## src/rtl/proc_csr.sv

```systemverilog
module proc_csr #(
  parameter bit SECONDARY = 1'b0
) (
  input  logic        clk,
  input  logic        rst_n,
  input  logic        wr_en,
  input  logic [31:0] wr_data,
  output logic [31:0] rd_data,
  input  logic        con_irq_i,
  input  logic        ipi_irq_i,
  input  logic        evlock_set_i,
  input  logic        parerr_set_i,
  input  logic        timeout_set_i,
  input  logic [3:0]  event_code_i,
  output logic        con_clr_o,
  output logic        ipi_clr_o
);
  localparam logic [31:0] RW_MASK  = 32'h0180_A484;
  localparam logic [31:0] RW_RESET = 32'h0100_0000;
  localparam logic [31:0] FIXED    = 32'h2600_0000 | (SECONDARY ? 32'hC000_0000 : 32'h0);
  localparam int LOCK_B = 22;
  localparam int PAR_B  = 14;
  localparam int TMO_B  = 12;
  localparam int CCLR_B = 9;
  localparam int CON_B  = 8;
  localparam int ICLR_B = 4;
  localparam int IPI_B  = 3;

  logic [31:0] rw_q;
  logic        lock_q, par_q, tmo_q;
  logic [3:0]  code_q;

  wire clr_lock = wr_en & wr_data[LOCK_B];
  wire clr_par  = wr_en & wr_data[PAR_B];
  wire clr_tmo  = wr_en & wr_data[TMO_B];

  always_ff @(posedge clk) begin
    if (!rst_n) begin
      rw_q   <= RW_RESET;
      lock_q <= 1'b0;
      par_q  <= 1'b0;
      tmo_q  <= 1'b0;
      code_q <= 4'h0;
    end else begin
      if (wr_en) rw_q <= wr_data & RW_MASK;
      lock_q <= evlock_set_i  | (lock_q & ~clr_lock);
      par_q  <= parerr_set_i  | (par_q  & ~clr_par);
      tmo_q  <= timeout_set_i | (tmo_q  & ~clr_tmo);
      if (evlock_set_i && !lock_q) code_q <= event_code_i;
    end
  end

  always_comb begin
    rd_data         = FIXED | rw_q;
    rd_data[LOCK_B] = lock_q;
    rd_data[19:16]  = code_q;
    rd_data[PAR_B]  = par_q;
    rd_data[TMO_B]  = tmo_q;
    rd_data[CON_B]  = con_irq_i;
    rd_data[IPI_B]  = ipi_irq_i;
  end

  assign con_clr_o = wr_en & wr_data[CCLR_B];
  assign ipi_clr_o = wr_en & wr_data[ICLR_B];
endmodule

```

## config.mk

```make
export PLATFORM = sky130hd
export DESIGN_NAME = proc_csr
export DESIGN_NICKNAME = d
export VERILOG_FILES = /design/src/rtl/proc_csr.sv
export SDC_FILE = /design/constraint.sdc
export NUM_CORES = 1
export LEC_CHECK = 0
export ABC_CLOCK_PERIOD_IN_PS = 1350
export BUFFER_PORTS_ARGS = -buffer_cell sky130_fd_sc_hd__buf_2
export CAP_MARGIN = 20
export CORE_UTILIZATION = 30
export DETAILED_ROUTE_END_ITERATION = 10
export MAX_ROUTING_LAYER = met4
export PLACE_DENSITY = 0.72
export SKIP_CTS_REPAIR_TIMING = 1
export SLEW_MARGIN = 40
export SYNTH_ARGS = -nofsm -noshare
export SYNTH_HDL_FRONTEND = slang
export SYNTH_SLANG_ARGS = --single-unit
```

## constraint.sdc

```tcl
create_clock -name clk -period 1.35 [get_ports clk]
set_input_delay 0.27 -clock clk [delete_from_list [all_inputs] [get_ports clk]]
set_output_delay 0.27 -clock clk [all_outputs]
set_load 0.05 [all_outputs]
```

-- After elaboration in Yosys (flattened, before gate mapping)
Cells that the tools add are included.
- register bits after elaboration: 14
- word-level logic and storage cells: 21
- output and inout port bits: 34
- input bits: 44
- bitwise operators: 14
- reduce and logical (&&, ||, !) cells: 2
- operators by type and width (operator ; count):
    AND 1 bit ; 8
    NOT 1 bit ; 3
    OR 1 bit ; 3
    logical AND 1 bit ; 1
    logical NOT 1 bit ; 1

-- Logic depth before layout (Yosys ltp)
- depth in word-level cells: 4
- gate-level depth with buffers: 4
- mapped depth without buffers: 2

-- Worst setup path before layout
Ideal clock, no wire load.
- kind: input port to output port
- from: input wr_en
- to: output con_clr_o
- buffers on the path: 1
- slack: 394 ps
- arrival time: 686 ps
- cell stages on the path: 2
- path through: buf_6 and2_2
- longest elaborated chain between the ends: 1
- RTL lines (element ; line ; RTL):
    start, declared ; 6 ; input logic wr_en,
    AND 1 bit ; 63 ; assign con_clr_o = wr_en & wr_data[CCLR_B];
    end, declared ; 15 ; output logic con_clr_o,
No other way between the ends.

-- Worst setup path in the final report
- from: register lock_q
- to: output rd_data[22]
- RTL lines (element ; line ; RTL):
    start, declared ; 30 ; logic lock_q, par_q, tmo_q;
    start signal, assigned ; 46 ; lock_q <= evlock_set_i | (lock_q & ~clr_lock);
    end, declared ; 8 ; output logic [31:0] rd_data,
No word-level cell between the ends.

==> results.py <==
metrics = {
    "run_status": {
        "status": "finished, final reports clean",
    },
    "power_and_ir_drop": {
        "intPower_w": 0.000676,
        "seqPwrFrac_pct": 42.3,
        "pwr-share-clk_pct": 27.2,
        "switching_share_pct": 36.7,
        "total_power_w": 0.00107,
        "combinationalPowerShare_pct": 30.5,
        "power_density_mw_per_mm2": 1250,
        "p_leak_nw": 0.472,
        "p_sw_w": 0.000392,
        "ir_worst_vdd_uv": 545,
    },
    "placed_design": {
        "dpl.cell_count": 134,
        "hpwl_um": 948,
        "io_buffer_count": 37,
        "gp_congestion": 0.581,
        "pre_cts_ws_ns": 0.257,
    },
    "final_layout": {
        "instances_no_fill": 138,
        "final_common_cell": "buf_2",
        "nets": 155,
        "finish.utilization_pct": 38.2,
        "area_growth_syn_to_layout_pct": 18.0,
        "drive_above_1_share_pct": 40.0,
        "antenna_cells": 0,
        "fillCellCount": 247,
        "layout_common_cells": "37 x buf_2, 16 x conb_1, 14 x dfxtp_1",
    },
    "critical_path": {
        "critical_path_class": "reg -> out",
        "max_stage_delay_ns": 0.35,
        "crit_chain": "buf_2",
        "startpoint_type": "flip-flop",
        "worstPathRequired_ns": 1.08,
        "r2r_slack_ns": 0.34,
        "cp_num_buf_inv": 1,
        "path_delay_family": "flip-flops",
        "path_max_fanout": 3,
        "cp-end-kind": "output port",
        "arrival_ns": 0.88,
        "crit_path_top_delay_cell": "dfxtp_1",
    },
    "clock_tree": {
        "cts_tree": "yes",
        "h-tree-depth": 1,
        "cts.sinks": 14,
        "worst_skew_pair.late_latency_ns": 0.27,
        "clk_path_buf_depth": 2,
        "cts-root-buf": "clkbuf_4",
        "cts_buffers": 3,
        "clkTransAtPathRegs_ns": 0.08,
    },
    "global_routing": {
        "grt_start_max_net_pins": 19,
        "grt.total_usage_pct": 10.9,
        "grt-ovfl-total": 0,
        "grt_antenna_before_repair": 0,
        "grt_pass1_vias": 479,
        "grt_pass1_wl_um": 1980,
    },
    "synthesis": {
        "syn_inst": 79,
        "synth.ff_latch_count": 14,
        "syn_avg_cell_area_um2": 9.14,
        "synth_top_area_cell": "dfxtp_1",
        "synth_top_area_share_pct": 38.8,
        "yosys-top-cells-area": "dfxtp_1 39%, buf_4 23%, mux2i_1 15%",
        "netlist_area_um2": 722,
        "yosysWarningCount": 0,
        "seq_area_frac_synth_pct": 38.8,
        "synthDistinctLibCells": 13,
    },
    "die": {
        "rows": 17,
        "start_util_pct": 32.3,
        "fp.dieW_um": 51.1,
        "chipHeight_um": 51.1,
        "pin_count": 78,
        "core_mm2": 0.00223,
        "dieArea_mm2": 0.00261,
    },
    "sta": {
        "maxSlewViolCount": 0,
        "skew_ns": 0.000158,
        "fin_crit_ns": 1.15,
        "final-hold-violation-count": 0,
        "setup_viol": 0,
        "layout_worst_path_cycle_share_pct": 85.3,
        "timing.fmax_mhz": 868,
        "fin_tns_setup_ns": 0,
        "setup_ws_ns": 0.198,
        "rsz0062_at_grt": "no",
    },
    "worst_hold_path": {
        "hp-class": "in -> reg",
    },
    "drt": {
        "drt_iter0_drc": 5,
        "wl_per_cell_um": 8.61,
        "dr.pass1.iters": 3,
        "route.detailed.drc": 0,
        "wl_um": 1190,
        "viasPerCell": 3.93,
        "vias": 543,
        "drt.antenna.violating_nets": 0,
    },
    "run": {
        "max_cap_viol_count": 0,
    },
}
==> synth_stat cells <==
master     n
a31oi_1    3
and2_2     2
buf_2      1
buf_4     22
buf_6      1
clkbuf_2   1
conb_1     2
dfxtp_1   14
inv_1      3
mux2i_1   11
nand2_1    9
nor2b_1    7
o21ai_0    3
==> logic make-up after synthesis <==
| kind of cell | Yosys count | share of synthesized area (%) |
|---|---|---|
| buf+inv | 28 | 27.4 |
| simple gates | 18 | 12.8 |
| flops | 14 | 38.8 |
| mux | 11 | 15.3 |
| compound gates | 6 | 4.68 |
| other cells | 2 | 1.04 |
==> stage by stage <==
step / hold WS [ns] / area, µm²
floorplan: 0.377 / 774
global placement: 0.440 / 816
detailed placement: 0.449 / 816
CTS: 0.172 / 852
global route: 0.159 / 852
finish: 0.186 / 852
==> power by group through the flow <==
stage	Clock (W)	Sequential (W)	Combinational (W)
after detailed placement	0	0.000462	0.000327
after CTS	0.000309	0.000452	0.000328
after global routing	0.000342	0.000456	0.000346
final	0.000290	0.000452	0.000326
after global placement	0	0.000460	0.000323
after floorplan	0	0.000532	0.000255
==> area by class of cell <==
type	count	area (µm²)	share of cell area, %
clock buffers	4	36.3	4.26
inverters	3	11.3	1.32
multi-input cells	51	297	34.8
flip-flops and latches	14	280	32.9
well taps	28	35.0	4.11
repair buffers	38	193	22.6
==> per-layer routing <==
| metal | track usage [%] | vias up | routed length, µm |
|---|---|---|---|
| met5 | - | - | 0 |
| met4 | 4.17 | 0 | 0 |
| met3 | 5.65 | 0 | 131 |
| met2 | 17.5 | 36 | 558 |
| met1 | 11.3 | 234 | 498 |
| li1 | - | 273 | - |
==> worst paths after layout <==
kind	from	endpoint	cells after the start
worst max-delay path	lock_q	rd_data[22]	1
worst min-delay path	wr_data[12]	tmo_q	2
worst max register to register	lock_q	code_q[1]	2
worst min register to register	code_q[3]	code_q[3]	2
==> registers in the layout (all words and copies together) (netlist names) <==
name	count
code_q	4
lock_q	1
par_q	1
rw_q	7
tmo_q	1
Note: power is estimated with default switching activity, not from simulation.
